[config.mk]
export PLATFORM = sky130hd
export DESIGN_NAME = pci_win_xlate
export DESIGN_NICKNAME = d
export VERILOG_FILES = /design/src/rtl/pwx_pkg.sv /design/src/rtl/pwx_window.sv /design/src/rtl/pwx_prio_pick.sv /design/src/rtl/pwx_addr_sel.sv /design/src/rtl/pci_win_xlate.sv
export SDC_FILE = /design/constraint.sdc
export NUM_CORES = 1
export LEC_CHECK = 0
export BUFFER_PORTS_ARGS = -buffer_cell sky130_fd_sc_hd__buf_2
export CAP_MARGIN = 25
export CELL_PAD_IN_SITES_DETAIL_PLACEMENT = 1
export CELL_PAD_IN_SITES_GLOBAL_PLACEMENT = 1
export CORE_AREA = 2 2 181 183
export CTS_CLUSTER_SIZE = 16
export DETAILED_ROUTE_END_ITERATION = 8
export DIE_AREA = 0 0 183 185
export GPL_TIMING_DRIVEN = 1
export PLACE_DENSITY = 0.7
export SLEW_MARGIN = 15
export SYNTH_ARGS = -nofsm -noshare
export SYNTH_HDL_FRONTEND = slang
export SYNTH_HIERARCHICAL = 1
export SYNTH_SLANG_ARGS = --single-unit
[constraint.sdc]
create_clock -name clk -period 0.9 [get_ports clk]
set_input_delay 0.135 -clock clk [delete_from_list [all_inputs] [get_ports clk]]
set_output_delay 0.135 -clock clk [all_outputs]
set_load 0.1 [all_outputs]
[src/rtl/pwx_pkg.sv]
package pwx_pkg;

    localparam int unsigned NUM_WIN = 6;
    localparam int unsigned IDX_W   = $clog2(NUM_WIN);

    // log2 of each window size in bytes
    localparam int unsigned WIN_LOG2_DEF [NUM_WIN] = '{24, 26, 20, 12, 28, 27};

endpackage

[src/rtl/pwx_window.sv]
module pwx_window #(
    parameter int unsigned ADDR_W = 32,
    parameter int unsigned LOG2   = 12
) (
    input  logic              en_i,
    input  logic [ADDR_W-1:0] addr_i,
    input  logic [ADDR_W-1:0] base_i,
    input  logic [ADDR_W-1:0] xval_i,
    output logic              match_o,
    output logic [ADDR_W-1:0] mapped_o
);
    localparam logic [ADDR_W-1:0] HI_MASK = {ADDR_W{1'b1}} << LOG2;

    always_comb begin
        match_o  = en_i && ((addr_i & HI_MASK) == (base_i & HI_MASK));
        mapped_o = (xval_i << LOG2) | (addr_i & ~HI_MASK);
    end
endmodule

[src/rtl/pwx_prio_pick.sv]
module pwx_prio_pick #(
    parameter int unsigned N     = 6,
    parameter int unsigned IDX_W = 3
) (
    input  logic [N-1:0]     req_i,
    output logic             any_o,
    output logic [IDX_W-1:0] idx_o
);
    always_comb begin
        any_o = |req_i;
        idx_o = '0;
        for (int i = N - 1; i >= 0; i--) begin
            if (req_i[i]) begin
                idx_o = IDX_W'(i);
            end
        end
    end
endmodule

[src/rtl/pwx_addr_sel.sv]
module pwx_addr_sel #(
    parameter int unsigned N      = 6,
    parameter int unsigned IDX_W  = 3,
    parameter int unsigned ADDR_W = 32
) (
    input  logic [N*ADDR_W-1:0] cand_i,
    input  logic [IDX_W-1:0]    idx_i,
    output logic [ADDR_W-1:0]   addr_o
);
    always_comb begin
        addr_o = '0;
        for (int i = 0; i < N; i++) begin
            if (idx_i == IDX_W'(i)) begin
                addr_o = cand_i[i*ADDR_W +: ADDR_W];
            end
        end
    end
endmodule

[src/rtl/pci_win_xlate.sv]
module pci_win_xlate
    import pwx_pkg::*;
#(
    parameter int unsigned ADDR_W = 32,
    parameter int unsigned WIN_LOG2 [NUM_WIN] = WIN_LOG2_DEF
) (
    input  logic                      clk,
    input  logic                      rst_n,
    input  logic                      req_i,
    input  logic [ADDR_W-1:0]         pci_addr_i,
    input  logic [NUM_WIN*ADDR_W-1:0] bar_base_i,
    input  logic [NUM_WIN-1:0]        win_en_i,
    input  logic [NUM_WIN*ADDR_W-1:0] xlate_val_i,
    input  logic                      xlate_en_i,
    output logic                      valid_o,
    output logic                      hit_o,
    output logic [IDX_W-1:0]          win_idx_o,
    output logic [ADDR_W-1:0]         ahb_addr_o,
    output logic                      ahb_req_o,
    output logic                      err_o
);
    typedef struct packed {
        logic              valid;
        logic              hit;
        logic [IDX_W-1:0]  idx;
        logic [ADDR_W-1:0] addr;
        logic              ahb_req;
        logic              err;
    } out_t;

    out_t out_d, out_q;

    logic [NUM_WIN-1:0]        match;
    logic [NUM_WIN*ADDR_W-1:0] mapped;
    logic                      any_hit;
    logic [IDX_W-1:0]          sel_idx;
    logic [ADDR_W-1:0]         sel_addr;

    for (genvar w = 0; w < NUM_WIN; w++) begin : g_win
        pwx_window #(
            .ADDR_W (ADDR_W),
            .LOG2   (WIN_LOG2[w])
        ) i_window (
            .en_i     (win_en_i[w]),
            .addr_i   (pci_addr_i),
            .base_i   (bar_base_i[w*ADDR_W +: ADDR_W]),
            .xval_i   (xlate_val_i[w*ADDR_W +: ADDR_W]),
            .match_o  (match[w]),
            .mapped_o (mapped[w*ADDR_W +: ADDR_W])
        );
    end

    pwx_prio_pick #(
        .N     (NUM_WIN),
        .IDX_W (IDX_W)
    ) i_prio (
        .req_i (match),
        .any_o (any_hit),
        .idx_o (sel_idx)
    );

    pwx_addr_sel #(
        .N      (NUM_WIN),
        .IDX_W  (IDX_W),
        .ADDR_W (ADDR_W)
    ) i_sel (
        .cand_i (mapped),
        .idx_i  (sel_idx),
        .addr_o (sel_addr)
    );

    always_comb begin
        out_d       = out_q;
        out_d.valid = req_i;
        if (req_i) begin
            out_d.hit = any_hit;
            out_d.idx = any_hit ? sel_idx : '0;
            if (!any_hit) begin
                out_d.addr = '0;
            end else if (xlate_en_i) begin
                out_d.addr = sel_addr;
            end else begin
                out_d.addr = pci_addr_i;
            end
            out_d.err     = !any_hit || out_d.addr[ADDR_W-1];
            out_d.ahb_req = !out_d.err;
        end else begin
            out_d.hit     = 1'b0;
            out_d.err     = 1'b0;
            out_d.ahb_req = 1'b0;
        end
    end

    always_ff @(posedge clk or negedge rst_n) begin
        if (!rst_n) begin
            out_q <= '0;
        end else begin
            out_q <= out_d;
        end
    end

    assign valid_o    = out_q.valid;
    assign hit_o      = out_q.hit;
    assign win_idx_o  = out_q.idx;
    assign ahb_addr_o = out_q.addr;
    assign ahb_req_o  = out_q.ahb_req;
    assign err_o      = out_q.err;
endmodule

==> results of run 1 <==
-- power groups by stage --
stage               clock [mW]  sequential [mW]  combinational, mW
finish                    2.24             1.92               3.79
detailed placement           0             1.96               3.16
CTS                       2.33             1.92               3.59
global placement             0             1.96               3.10
floorplan                    0             2.42               1.84
global route              2.37             1.93               4.01
-- cells in the final DEF (no fill, tap or decap), types with 25 or more instances in the layout --
cell / instances
sky130_fd_sc_hd__buf_4: 113
sky130_fd_sc_hd__buf_2: 137
sky130_fd_sc_hd__mux2_2: 25
sky130_fd_sc_hd__dfrtp_2: 35
sky130_fd_sc_hd__xnor2_1: 34
sky130_fd_sc_hd__buf_12: 57
sky130_fd_sc_hd__o22ai_1: 31
sky130_fd_sc_hd__mux2i_1: 32
sky130_fd_sc_hd__a221oi_2: 32
sky130_fd_sc_hd__buf_6: 28
sky130_fd_sc_hd__o2bb2ai_1: 28
-- how the worst max path moves through the flow --
stage	from	endpoint	slack, ns	depth (start not counted)
6_report	pci_addr_i[22]	ahb_addr_o[18]	-1.70	15
5_1_grt	pci_addr_i[22]	ahb_addr_o[18]	-1.81	15
4_1_cts	pci_addr_i[28]	ahb_addr_o[6]	-1.64	14
3_5_place_dp	pci_addr_i[31]	ahb_addr_o[12]	-2.28	12
3_3_place_gp	pci_addr_i[31]	ahb_addr_o[19]	-2.24	12
2_1_floorplan	bar_base_i[116]	ahb_addr_o[19]	-1.39	12
-- sequential cells by signal, summed over array words and instances, names as in the netlist --
| signal | cells |
|---|---|
| ahb_addr_o | 32 |
| ahb_req_o | 1 |
| err_o | 1 |
| hit_o | 1 |
| valid_o | 1 |
| win_idx_o | 3 |
-- layer usage --
metal  routed length, um  part of all wire, %
met5                  27                 0.12
met4                 656                  2.8
met3                1320                  5.7
met2               11800                   51
met1                9260                   40
-- cell type report --
| cell class | count | area share, % |
|---|---|---|
| clock inverters | 2 | 0.436 |
| multi-input cells | 319 | 41.2 |
| clock buffers | 6 | 1.50 |
| flip-flops and latches | 39 | 11.8 |
| inverters | 9 | 0.595 |
| diodes | 2 | 0.0581 |
| well taps | 408 | 5.92 |
| repair buffers | 351 | 38.4 |
-- synth_stat cells (all sizes together) --
| library cell | number | area, um^2 |
|---|---|---|
| xnor2 | 36 | 315 |
| a222oi | 1 | 10.0 |
| o22ai | 32 | 200 |
| nand2 | 3 | 11.3 |
| mux2i | 32 | 320 |
| mux2 | 32 | 360 |
| xor2 | 16 | 140 |
| and2 | 1 | 6.26 |
| or2b | 2 | 15.0 |
| nand3 | 3 | 15.0 |
| o32ai | 32 | 505 |
| nand4 | 7 | 43.8 |
| or4 | 1 | 7.51 |
| and3 | 1 | 6.26 |
| a21oi | 1 | 5.00 |
| a221oi | 33 | 458 |
| buf | 220 | 1700 |
| or3 | 1 | 6.26 |
| nor3 | 2 | 15.0 |
| o21ai | 32 | 160 |
| nor3b | 1 | 12.5 |
| clkbuf | 15 | 56.3 |
| nand2b | 2 | 12.5 |
| clkinv | 2 | 7.51 |
| o2bb2ai | 32 | 305 |
| o2111ai | 1 | 8.76 |
| inv | 7 | 26.3 |
| nor4 | 6 | 56.3 |
| or2 | 1 | 6.26 |
| a22o | 3 | 26.3 |
| nor2 | 4 | 15.0 |
| dfrtp | 39 | 976 |
-- cell families after synthesis --
| family | after synthesis | synth area share, % |
|---|---|---|
| buffers and inverters | 244 | 30.8 |
| AOI/OAI and AO/OA | 167 | 28.9 |
| xor gates and xnor gates | 52 | 7.84 |
| DFF | 39 | 16.8 |
| muxes | 64 | 11.7 |
| and+or+nand+nor | 35 | 3.94 |
-- worst reg2reg max path, cell delays in order (launching register included) --
cell                      delay [ns]
sky130_fd_sc_hd__dfrtp_2        0.43
sky130_fd_sc_hd__buf_4          0.14
sky130_fd_sc_hd__buf_4          0.12
sky130_fd_sc_hd__a22o_1         0.21
-- repair_timing --
action / 4_1_cts / 5_1_grt
pin swaps: 20 / 34
hold buffers: 2 / 0
gates cloned: 6 / 2
buffers inserted: 38 / 17
setup endpoints to repair: 77 / 77
gates resized for setup: 83 / 76
hold endpoints to repair: 40 / 0
-- stage by stage --
stage	TNS [ns]	hold slack (ns)
2_1_floorplan	-50.58	-0.161
3_3_place_gp	-79.12	0.00306
3_5_place_dp	-80.89	0.00565
4_1_cts	-63.87	0.193
5_1_grt	-69.96	0.244
6_report	-64.69	0.222
==> flow_summary.rst, run 1 <==
.. list-table::
   :header-rows: 1

   * - Metric
     - Value
   * - Switch share
     - 36.7%
   * - Class of the most critical setup path
     - input pin to register
   * - Synth-to-layout area growth
     - 48.3%
   * - Worst path cell trace
     - buf_6 > xor2_1 > nor4_2 > nand3_2 > nor4_4 > buf_4 > or4_4 > nor2_4 > buf_12 > bufbuf_16 > buf_4 > o32ai_4 > a221oi_2 > mux2i_1 > o2bb2ai_1
   * - Number of cells on the worst reg-to-reg path
     - 3
   * - Sequential cell area fraction in the yosys report
     - 16.8%
   * - Maximum number of pins on one net before global-route repair
     - 29
   * - Clock Tree Root
     - sky130_fd_sc_hd__clkbuf_16
   * - First-pass GRT wire length
     - 33.1 mm
   * - Routed Antenna Nets
     - 0
   * - Row count
     - 66
   * - Ratio of routed vias to standard cells
     - 4.37
   * - Clock latency on the worst-skew pair
     - 0.30 ns
   * - Comb pwr share
     - 47.7%
   * - Transition time of the tightest slew-check pin
     - 0.459 ns
   * - Worst Setup Start Kind
     - input pin
   * - Final count of negative-setup-slack endpoints
     - 77
   * - Post-layout net count
     - 1151
   * - Sink of the worst hold path
     - ahb_addr_o[7]
   * - Detailed Route WL
     - 23.0 mm
   * - Placed Area
     - 7050 um^2
   * - Global-route track usage on met1
     - 15.1%
   * - Die Ht
     - 185 um
   * - Min-Delay Path Class
     - input pin to register
   * - Arrival time of data at the critical path endpoint
     - 2.78 ns
   * - Total power divided by cell area
     - 923 nW/um^2
   * - FF/Latch Area
     - 1020 um^2
   * - Sort of element at the end of the critical path
     - register
   * - Master of the slowest instance on the critical path
     - sky130_fd_sc_hd__nor4_4
   * - Worst path required time
     - 1.08 ns
   * - Initial antenna violation count
     - 4
   * - Routing layer with the top usage in global route
     - met2
   * - Initial Util
     - 18.1%
   * - Number of H-tree levels
     - 2
   * - Period Utilization, post-route
     - 288%
   * - Switching power total
     - 2.92 mW
   * - Last weighted congestion value of the routability-driven placer
     - 0.795
   * - Core area
     - 32000 um^2
   * - Reg power frac
     - 24.1%
   * - All-layer global routing usage
     - 13.3%
   * - # placed instances
     - 1063
   * - IO Pins
     - 465
   * - CTS Buf Count
     - 5
   * - Post-Synthesis Cells
     - 601
   * - Fraction of layout instances using a drive strength above 1
     - 72.5%
   * - Maximum ir drop on the vdd rail
     - 0.565 mV
   * - Net count after synthesis
     - 1027
   * - Die area
     - 33900 um^2
   * - Cell area after synthesis
     - 5810 um^2
   * - Kind of cell adding the most delay to the critical path
     - simple AND/OR/NAND/NOR gates
   * - Violated checks
     - setup timing
   * - Design Power
     - 7.95 mW
   * - GR Layer Usage met3
     - 2.97%
   * - CTS tree
     - done
   * - Iteration-0 DRC count of the detailed router
     - 150
   * - Register bit total from synthesis
     - 39
   * - Clk network pwr share
     - 28.2%
   * - Post-Layout Inst Area
     - 8620 um^2
   * - Area taken by multi-input logic gates
     - 3550 um^2
   * - Clk pin slew, worst setup/hold paths
     - 0.07 ns
   * - Die X-Extent
     - 183 um
   * - Reg2reg end
     - win_idx_o[0]
   * - Number of iterations in the first detailed-routing pass
     - 4
   * - Yosys Warn Count
     - 6
   * - Count of pins over their slew limit
     - 0
   * - Library cell appearing most often on the critical path
     - sky130_fd_sc_hd__buf_4
   * - CTS sink cnt
     - 39
   * - Slew HR
     - 69.2%
   * - Placement Setup Slack
     - -2.28 ns
   * - Start point of the worst hold path
     - pci_addr_i[7]
   * - RSZ-0062 raised after global routing
     - true
   * - Worst Setup Slack, final
     - -1.70 ns
   * - Count of vias placed by the detailed router
     - 4969
   * - Remaining global-route overflow
     - 0
   * - Internal power component
     - 5.03 mW
   * - Buf+Inv Stages, Crit Path
     - 5
   * - Crit Reg-Reg Startpoint
     - win_idx_o[0]
   * - Max Buffers Root-to-Sink
     - 2
   * - Mean routed wirelength per cell
     - 20.3 um
   * - Setup slack, reg-to-reg
     - -0.12 ns
   * - Max Fanout on Critical Path
     - 9
   * - Fill cell instance count of the final layout
     - 3609
   * - Status
     - finished with violations
   * - Grt met2 use
     - 24.0%
   * - Post-route DRC violation count
     - 0
   * - Setup Skew
     - 0 ns
   * - Period minus WS final
     - 2.60 ns
   * - Finished Core Util
     - 26.9%
   * - Non-filler instance count after layout
     - 1136
   * - Max Cap Violations
     - 0
   * - Final Hold Fails
     - 0
   * - CP peak stage delay
     - 0.35 ns
   * - Via count of the first global-routing pass
     - 5425
   * - Leakage Power
     - 3.62 nW
   * - Library cells used by synthesis
     - 41
   * - Per-instance average area after synthesis
     - 9.67 um^2
   * - Cell depth of the worst hold path
     - 3
   * - Top achievable clock speed
     - 385 MHz
   * - Final HPWL from detailed placement
     - 16.6 mm
   * - Number of I/O port buffers
     - 190
(Power assumes the default switching activity.)
==> inputs of run 2 (changes only) <==
- CELL_PAD_IN_SITES_DETAIL_PLACEMENT: 1 -> unset
- CELL_PAD_IN_SITES_GLOBAL_PLACEMENT: 1 -> unset
- CORE_AREA: 2 2 181 183 -> 2 2 180 182
- DIE_AREA: 0 0 183 185 -> 0 0 182 184
- PLACE_DENSITY: 0.7 -> 0.56
==> run 2 against run 1 <==
Against the previous run: the flow still finishes with violations (setup timing); largest cell class unchanged; critical endpoint is now ahb_addr_o[15]; register-to-register slack better by 0.13 ns; combinational power hardly changed; count of clock-buffer cells in the layout is 2 higher; highest routed layer unchanged; hold slack worse by 0.20 ns.
==> flow_summary.rst, run 2 (synthesis gave the netlist of run 1 again) <==
.. list-table::
   :header-rows: 1

   * - Metric
     - Value
   * - Status
     - finished with violations
   * - Violated checks
     - setup timing
   * - Remaining global-route overflow
     - 0
   * - Fraction of layout instances using a drive strength above 1
     - 74.3%
   * - Number of H-tree levels
     - 2
   * - Die area
     - 33500 um^2
   * - Worst path cell trace
     - buf_2 > xnor2_2 > nand4_1 > nor4_4 > nor2_1 > a221oi_2 > buf_4 > or2b_4 > buf_12 > buf_12 > o32ai_4 > a221oi_2 > mux2i_1 > o2bb2ai_1
   * - Mean routed wirelength per cell
     - 20.4 um
   * - Die Ht
     - 184 um
   * - Grt met2 use
     - 21.6%
   * - Worst Setup Slack, final
     - -1.66 ns
   * - Leakage Power
     - 3.54 nW
   * - Period Utilization, post-route
     - 285%
   * - Number of I/O port buffers
     - 190
   * - Sort of element at the end of the critical path
     - register
   * - CTS Buf Count
     - 5
   * - Flip-flop count of the largest register after layout
     - 32
   * - Count of pins over their slew limit
     - 0
   * - Core area
     - 31400 um^2
   * - Clock latency on the worst-skew pair
     - 0.30 ns
   * - Post-layout net count
     - 1129
   * - Class of the most critical setup path
     - input pin to register
   * - CTS sink cnt
     - 39
   * - Count of vias placed by the detailed router
     - 4812
   * - Fill cell instance count of the final layout
     - 3302
   * - Iteration-0 DRC count of the detailed router
     - 145
   * - Routing layer with the top usage in global route
     - met2
   * - Period minus WS final
     - 2.56 ns
   * - CP peak stage delay
     - 0.38 ns
   * - Min-Delay Path Class
     - input pin to register
   * - Routed Antenna Nets
     - 0
   * - Initial Util
     - 18.5%
   * - Global-route track usage on met1
     - 16.4%
   * - Master of the slowest instance on the critical path
     - sky130_fd_sc_hd__nor4_4
   * - Max Fanout on Critical Path
     - 6
   * - Via count of the first global-routing pass
     - 4772
   * - All-layer global routing usage
     - 12.9%
   * - RSZ-0062 raised after global routing
     - true
   * - Top achievable clock speed
     - 390 MHz
   * - Post-route DRC violation count
     - 0
   * - Max Cap Violations
     - 0
   * - Worst Setup Start Kind
     - input pin
   * - Total power divided by cell area
     - 913 nW/um^2
   * - Design Power
     - 7.71 mW
   * - CTS tree
     - done
   * - Clk pin slew, worst setup/hold paths
     - 0.06 ns
   * - Most frequent cells in the layout
     - sky130_fd_sc_hd__buf_2 (138), sky130_fd_sc_hd__buf_4 (97), sky130_fd_sc_hd__buf_12 (58)
   * - GR Layer Usage met3
     - 2.97%
   * - Number of iterations in the first detailed-routing pass
     - 4
   * - Max Buffers Root-to-Sink
     - 2
   * - Detailed Route WL
     - 22.6 mm
   * - Row count
     - 65
   * - First-pass GRT wire length
     - 31.6 mm
   * - Ratio of routed vias to standard cells
     - 4.34
   * - IO Pins
     - 465
   * - Die X-Extent
     - 182 um
   * - Final HPWL from detailed placement
     - 16.1 mm
   * - Setup Skew
     - 0 ns
   * - Synth-to-layout area growth
     - 45.4%
   * - Transition time of the tightest slew-check pin
     - 0.457 ns
   * - Maximum number of pins on one net before global-route repair
     - 40
   * - Accumulated negative setup slack
     - -63.27 ns
   * - Arrival time of data at the critical path endpoint
     - 2.74 ns
   * - Final count of negative-setup-slack endpoints
     - 77
   * - Maximum ir drop on the vdd rail
     - 0.708 mV
   * - Last weighted congestion value of the routability-driven placer
     - 0.852
   * - Most common cell after layout, fill and taps aside
     - sky130_fd_sc_hd__buf_2
   * - Finished Core Util
     - 26.9%
   * - Worst path required time
     - 1.07 ns
   * - Initial antenna violation count
     - 5
   * - Clock Tree Root
     - sky130_fd_sc_hd__clkbuf_16
   * - Slew HR
     - 69.3%
   * - Final Hold Fails
     - 0
-- run 2: changes by cell type in the layout (fill, tap and decap cells not counted), moves of 7 or more --
| cell | previous run | this run |
|---|---|---|
| sky130_fd_sc_hd__o21ai_2 | 6 | 13 |
| sky130_fd_sc_hd__mux2_2 | 25 | 15 |
| sky130_fd_sc_hd__mux2_4 | 7 | 17 |
| sky130_fd_sc_hd__o21ai_1 | 24 | 12 |
| sky130_fd_sc_hd__buf_4 | 113 | 97 |
-- run 2: path summary, 6_finish.rpt --
| path | startpoint | end | slack [ns] | depth (start not counted) |
|---|---|---|---|---|
| max | bar_base_i[112] | ahb_addr_o[15] | -1.66 | 14 |
| max reg2reg | ahb_addr_o[28] | ahb_addr_o[28] | 0.01 | 3 |
| min reg2reg | ahb_addr_o[7] | ahb_addr_o[7] | 0.53 | 1 |
| min | req_i | valid_o | 0.02 | 1 |
| max in group asynchronous | rst_n | ahb_addr_o[10] | 0.31 | 3 |
| min in group asynchronous | rst_n | ahb_addr_o[16] | 0.33 | 3 |
-- run 2: layer usage --
metal | up-vias | routed length (um)
met5 | - | 44
met4 | 6 | 547
met3 | 35 | 1330
met2 | 182 | 10800
met1 | 2324 | 9900
li1 | 2265 | -
-- run 2: layout make-up --
type                       count  area [um^2]  share of cell area [%]
antenna                        2         5.00                  0.0593
sequential                    39         1020                    12.1
clock buffer                   8          156                    1.85
timing repair buffer         330         3120                    37.0
inverter                       9         42.5                   0.504
multi-input combinational    318         3590                    42.6
tap                          402          503                    5.96
-- run 2: critical path, delay by kind of cell --
family / cells / cell delay [ns]
XOR/XNOR: 1 / 0.34
AND/OR/NAND/NOR: 4 / 1.00
multiplexers: 1 / 0.21
AO/OA/AOI/OAI: 4 / 0.47
buffers and inverters: 4 / 0.58
-- run 2: what timing repair did --
item                                    4_1_cts  5_1_grt
endpoints found under the setup margin       77       77
endpoints found under the hold margin        39        0
cloned                                        5        2
resized for setup                            90       68
buffers inserted                             21       22
hold buffers                                  1        0
pin swaps                                    14       21
-- run 2: per-stage QoR --
stage / setup slack, ns / cells / cell area (um^2) / hold WS, ns
2_1_floorplan: -1.39 / 601 / 5910 / -0.161
3_3_place_gp: -2.13 / 1050 / 7050 / 0.136
3_5_place_dp: -2.13 / 1050 / 7050 / 0.136
4_1_cts: -1.60 / 1085 / 7950 / 0.00702
5_1_grt: -1.81 / 1108 / 8440 / 0.0143
6_report: -1.66 / 1108 / 8440 / 0.0241
-- run 2: where the power goes --
part / total [mW] / switching, mW / internal, mW
sequential: 1.92 / 0.0820 / 1.83
combinational: 3.76 / 1.91 / 1.85
clock: 2.03 / 0.842 / 1.19
==> inputs of run 3 (changes only) <==
- HOLD_SLACK_MARGIN: unset -> 0.06
- TNS_END_PERCENT: unset -> 20
==> run 3 against run 2 <==
Against the previous run: the run still ends with setup timing left; via count down 3.9%; first-iteration DRC count up 11%; final cell count shrank 2.7%; sequential share of layout area grew 0.64 points; non-clock buffer count shrank 30; global-route usage decreased by 0.96 points; critical path depth up 3; clock power shrank 5%; setup slack got worse by 0.034 ns.
==> flow_summary.rst, run 3 (synthesis gave the netlist of run 1 again) <==
.. list-table::
   :header-rows: 1

   * - Metric
     - Value
   * - CTS Buf Count
     - 5
   * - All-layer global routing usage
     - 12.0%
   * - Die Ht
     - 184 um
   * - Number of iterations in the first detailed-routing pass
     - 4
   * - Min-Delay Path Class
     - input pin to register
   * - Core area
     - 31400 um^2
   * - Period Utilization, post-route
     - 289%
   * - Worst Setup Slack, final
     - -1.70 ns
   * - Flip-flop count of the largest register after layout
     - 32
   * - Cell depth of the worst hold path
     - 3
   * - Arrival time of data at the critical path endpoint
     - 2.79 ns
   * - First-pass GRT wire length
     - 29.5 mm
   * - Worst Setup Start Kind
     - input pin
   * - Final HPWL from detailed placement
     - 15.8 mm
   * - FF/Latch Area
     - 983 um^2
   * - Max Cap Violations
     - 0
   * - Maximum number of pins on one net before global-route repair
     - 40
   * - Setup Skew
     - 0 ns
   * - CTS sink cnt
     - 39
   * - Violated checks
     - setup timing
   * - Count of pins over their slew limit
     - 0
   * - Placement Setup Slack
     - -2.23 ns
   * - Post-route DRC violation count
     - 0
   * - CTS tree
     - done
   * - Number of I/O port buffers
     - 190
   * - Clk pin slew, worst setup/hold paths
     - 0.06 ns
   * - Routed Antenna Nets
     - 0
   * - Fraction of layout instances using a drive strength above 1
     - 64.9%
   * - Leakage Power
     - 3.28 nW
   * - Ratio of routed vias to standard cells
     - 4.29
   * - Post-layout net count
     - 1099
   * - RSZ-0062 raised after global routing
     - true
   * - Sort of element at the end of the critical path
     - register
   * - Class of the most critical setup path
     - input pin to register
   * - Last weighted congestion value of the routability-driven placer
     - 0.799
   * - Synth-to-layout area growth
     - 33.1%
   * - Clock latency on the worst-skew pair
     - 0.29 ns
   * - Die area
     - 33500 um^2
   * - Initial antenna violation count
     - 5
   * - Max Fanout on Critical Path
     - 8
   * - Most common cell after layout, fill and taps aside
     - sky130_fd_sc_hd__buf_2
   * - Remaining global-route overflow
     - 0
   * - Detailed Route WL
     - 20.3 mm
   * - Final Hold Fails
     - 0
   * - Fill cell instance count of the final layout
     - 3363
   * - Top achievable clock speed
     - 385 MHz
   * - Maximum ir drop on the vdd rail
     - 0.539 mV
   * - Mean routed wirelength per cell
     - 18.9 um
   * - Area taken by multi-input logic gates
     - 3310 um^2
   * - Period minus WS final
     - 2.60 ns
   * - Most frequent cells in the layout
     - sky130_fd_sc_hd__buf_2 (150), sky130_fd_sc_hd__buf_4 (82), sky130_fd_sc_hd__buf_12 (58)
   * - Row count
     - 65
   * - Status
     - finished with violations
   * - Iteration-0 DRC count of the detailed router
     - 161
   * - Initial Util
     - 18.5%
   * - Finished Core Util
     - 24.6%
   * - Design Power
     - 7.26 mW
   * - Via count of the first global-routing pass
     - 4664
   * - Number of H-tree levels
     - 2
   * - Max Buffers Root-to-Sink
     - 2
   * - Die X-Extent
     - 182 um
   * - Total power divided by cell area
     - 939 nW/um^2
   * - Slew HR
     - 73.8%
   * - Number of cells on the worst reg-to-reg path
     - 1
   * - Clock Tree Root
     - sky130_fd_sc_hd__clkbuf_16
   * - Final count of negative-setup-slack endpoints
     - 77
   * - Worst path required time
     - 1.09 ns
   * - Count of vias placed by the detailed router
     - 4625
   * - IO Pins
     - 465
   * - Transition time of the tightest slew-check pin
     - 0.393 ns
-- run 3: cell types whose count changed in the layout (fill, tap and decap cells not counted), sizes merged --
cell	before	now
buf	325	298
bufbuf	1	0
clkbuf	11	6
clkinv	2	4
clkinvlp	1	0
diode	2	3
dlygate4sd3	1	2
-- run 3: final cells by class --
cell class                      instances  share of cell area (%)
Antenna cell                            3                  0.0971
Clock buffer                            6                    1.80
Clock inverter                          1                  0.0647
Inverter                                9                   0.809
Multi-Input combinational cell        318                    42.8
Sequential cell                        39                    12.7
Tap cell                              402                    6.50
Timing Repair Buffer                  300                    35.2
-- run 3: where the power goes --
group          internal (mW)  switching [mW]
sequential              1.82          0.0914
clock                   1.09           0.840
combinational           1.63            1.79
total                   4.54            2.72
-- run 3: worst paths after layout --
| kind | start | to | slack, ns |
|---|---|---|---|
| max reg2reg | win_idx_o[0] | win_idx_o[0] | 0.12 |
| min | pci_addr_i[10] | ahb_addr_o[10] | 0.21 |
| max | pci_addr_i[28] | ahb_addr_o[2] | -1.70 |
| max in group asynchronous | rst_n | ahb_addr_o[4] | 0.31 |
| min in group asynchronous | rst_n | ahb_addr_o[16] | 0.34 |
| min reg2reg | ahb_addr_o[12] | ahb_addr_o[12] | 0.55 |
-- run 3: metal layers --
metal	wire, um	share of wire, %	track usage [%]
met5	21	0.10	0
met4	609	3.0	4.45
met3	1210	5.9	2.46
met2	9420	46	19.6
met1	9060	45	15.5
-- run 3: repair_timing --
action | in CTS | in global routing
resized for setup | 54 | 18
setup buffers | 13 | 5
setup endpoints to repair | 77 | 77
hold buffers | 2 | 0
pin swaps | 18 | 12
hold endpoints to repair | 40 | 0
gates cloned | 4 | 0
-- run 3: through the flow --
step	TNS, ns	hold slack [ns]	cell area, um^2	std cells
2_1_floorplan	-55.33	-0.161	5870	601
3_3_place_gp	-78.44	0.136	6930	1044
5_1_grt	-70.41	0.250	7730	1077
4_1_cts	-67.95	0.203	7600	1070
3_5_place_dp	-79.19	0.142	6930	1044
6_report	-64.24	0.206	7730	1078
-- run 3: worst max-delay path: stages --
cell and delay, ns:
sky130_fd_sc_hd__buf_12 0.11, sky130_fd_sc_hd__buf_4 0.13, sky130_fd_sc_hd__buf_4 0.13, sky130_fd_sc_hd__xnor2_1 0.12, sky130_fd_sc_hd__nand4_1 0.13, sky130_fd_sc_hd__nor3_4 0.09, sky130_fd_sc_hd__or4_4 0.56, sky130_fd_sc_hd__nor2_4 0.12
sky130_fd_sc_hd__buf_12 0.14, sky130_fd_sc_hd__buf_16 0.15, sky130_fd_sc_hd__buf_4 0.12, sky130_fd_sc_hd__buf_4 0.10, sky130_fd_sc_hd__mux2_2 0.33, sky130_fd_sc_hd__o32ai_2 0.13, sky130_fd_sc_hd__a221oi_2 0.05, sky130_fd_sc_hd__mux2i_1 0.15
sky130_fd_sc_hd__o2bb2ai_1 0.07
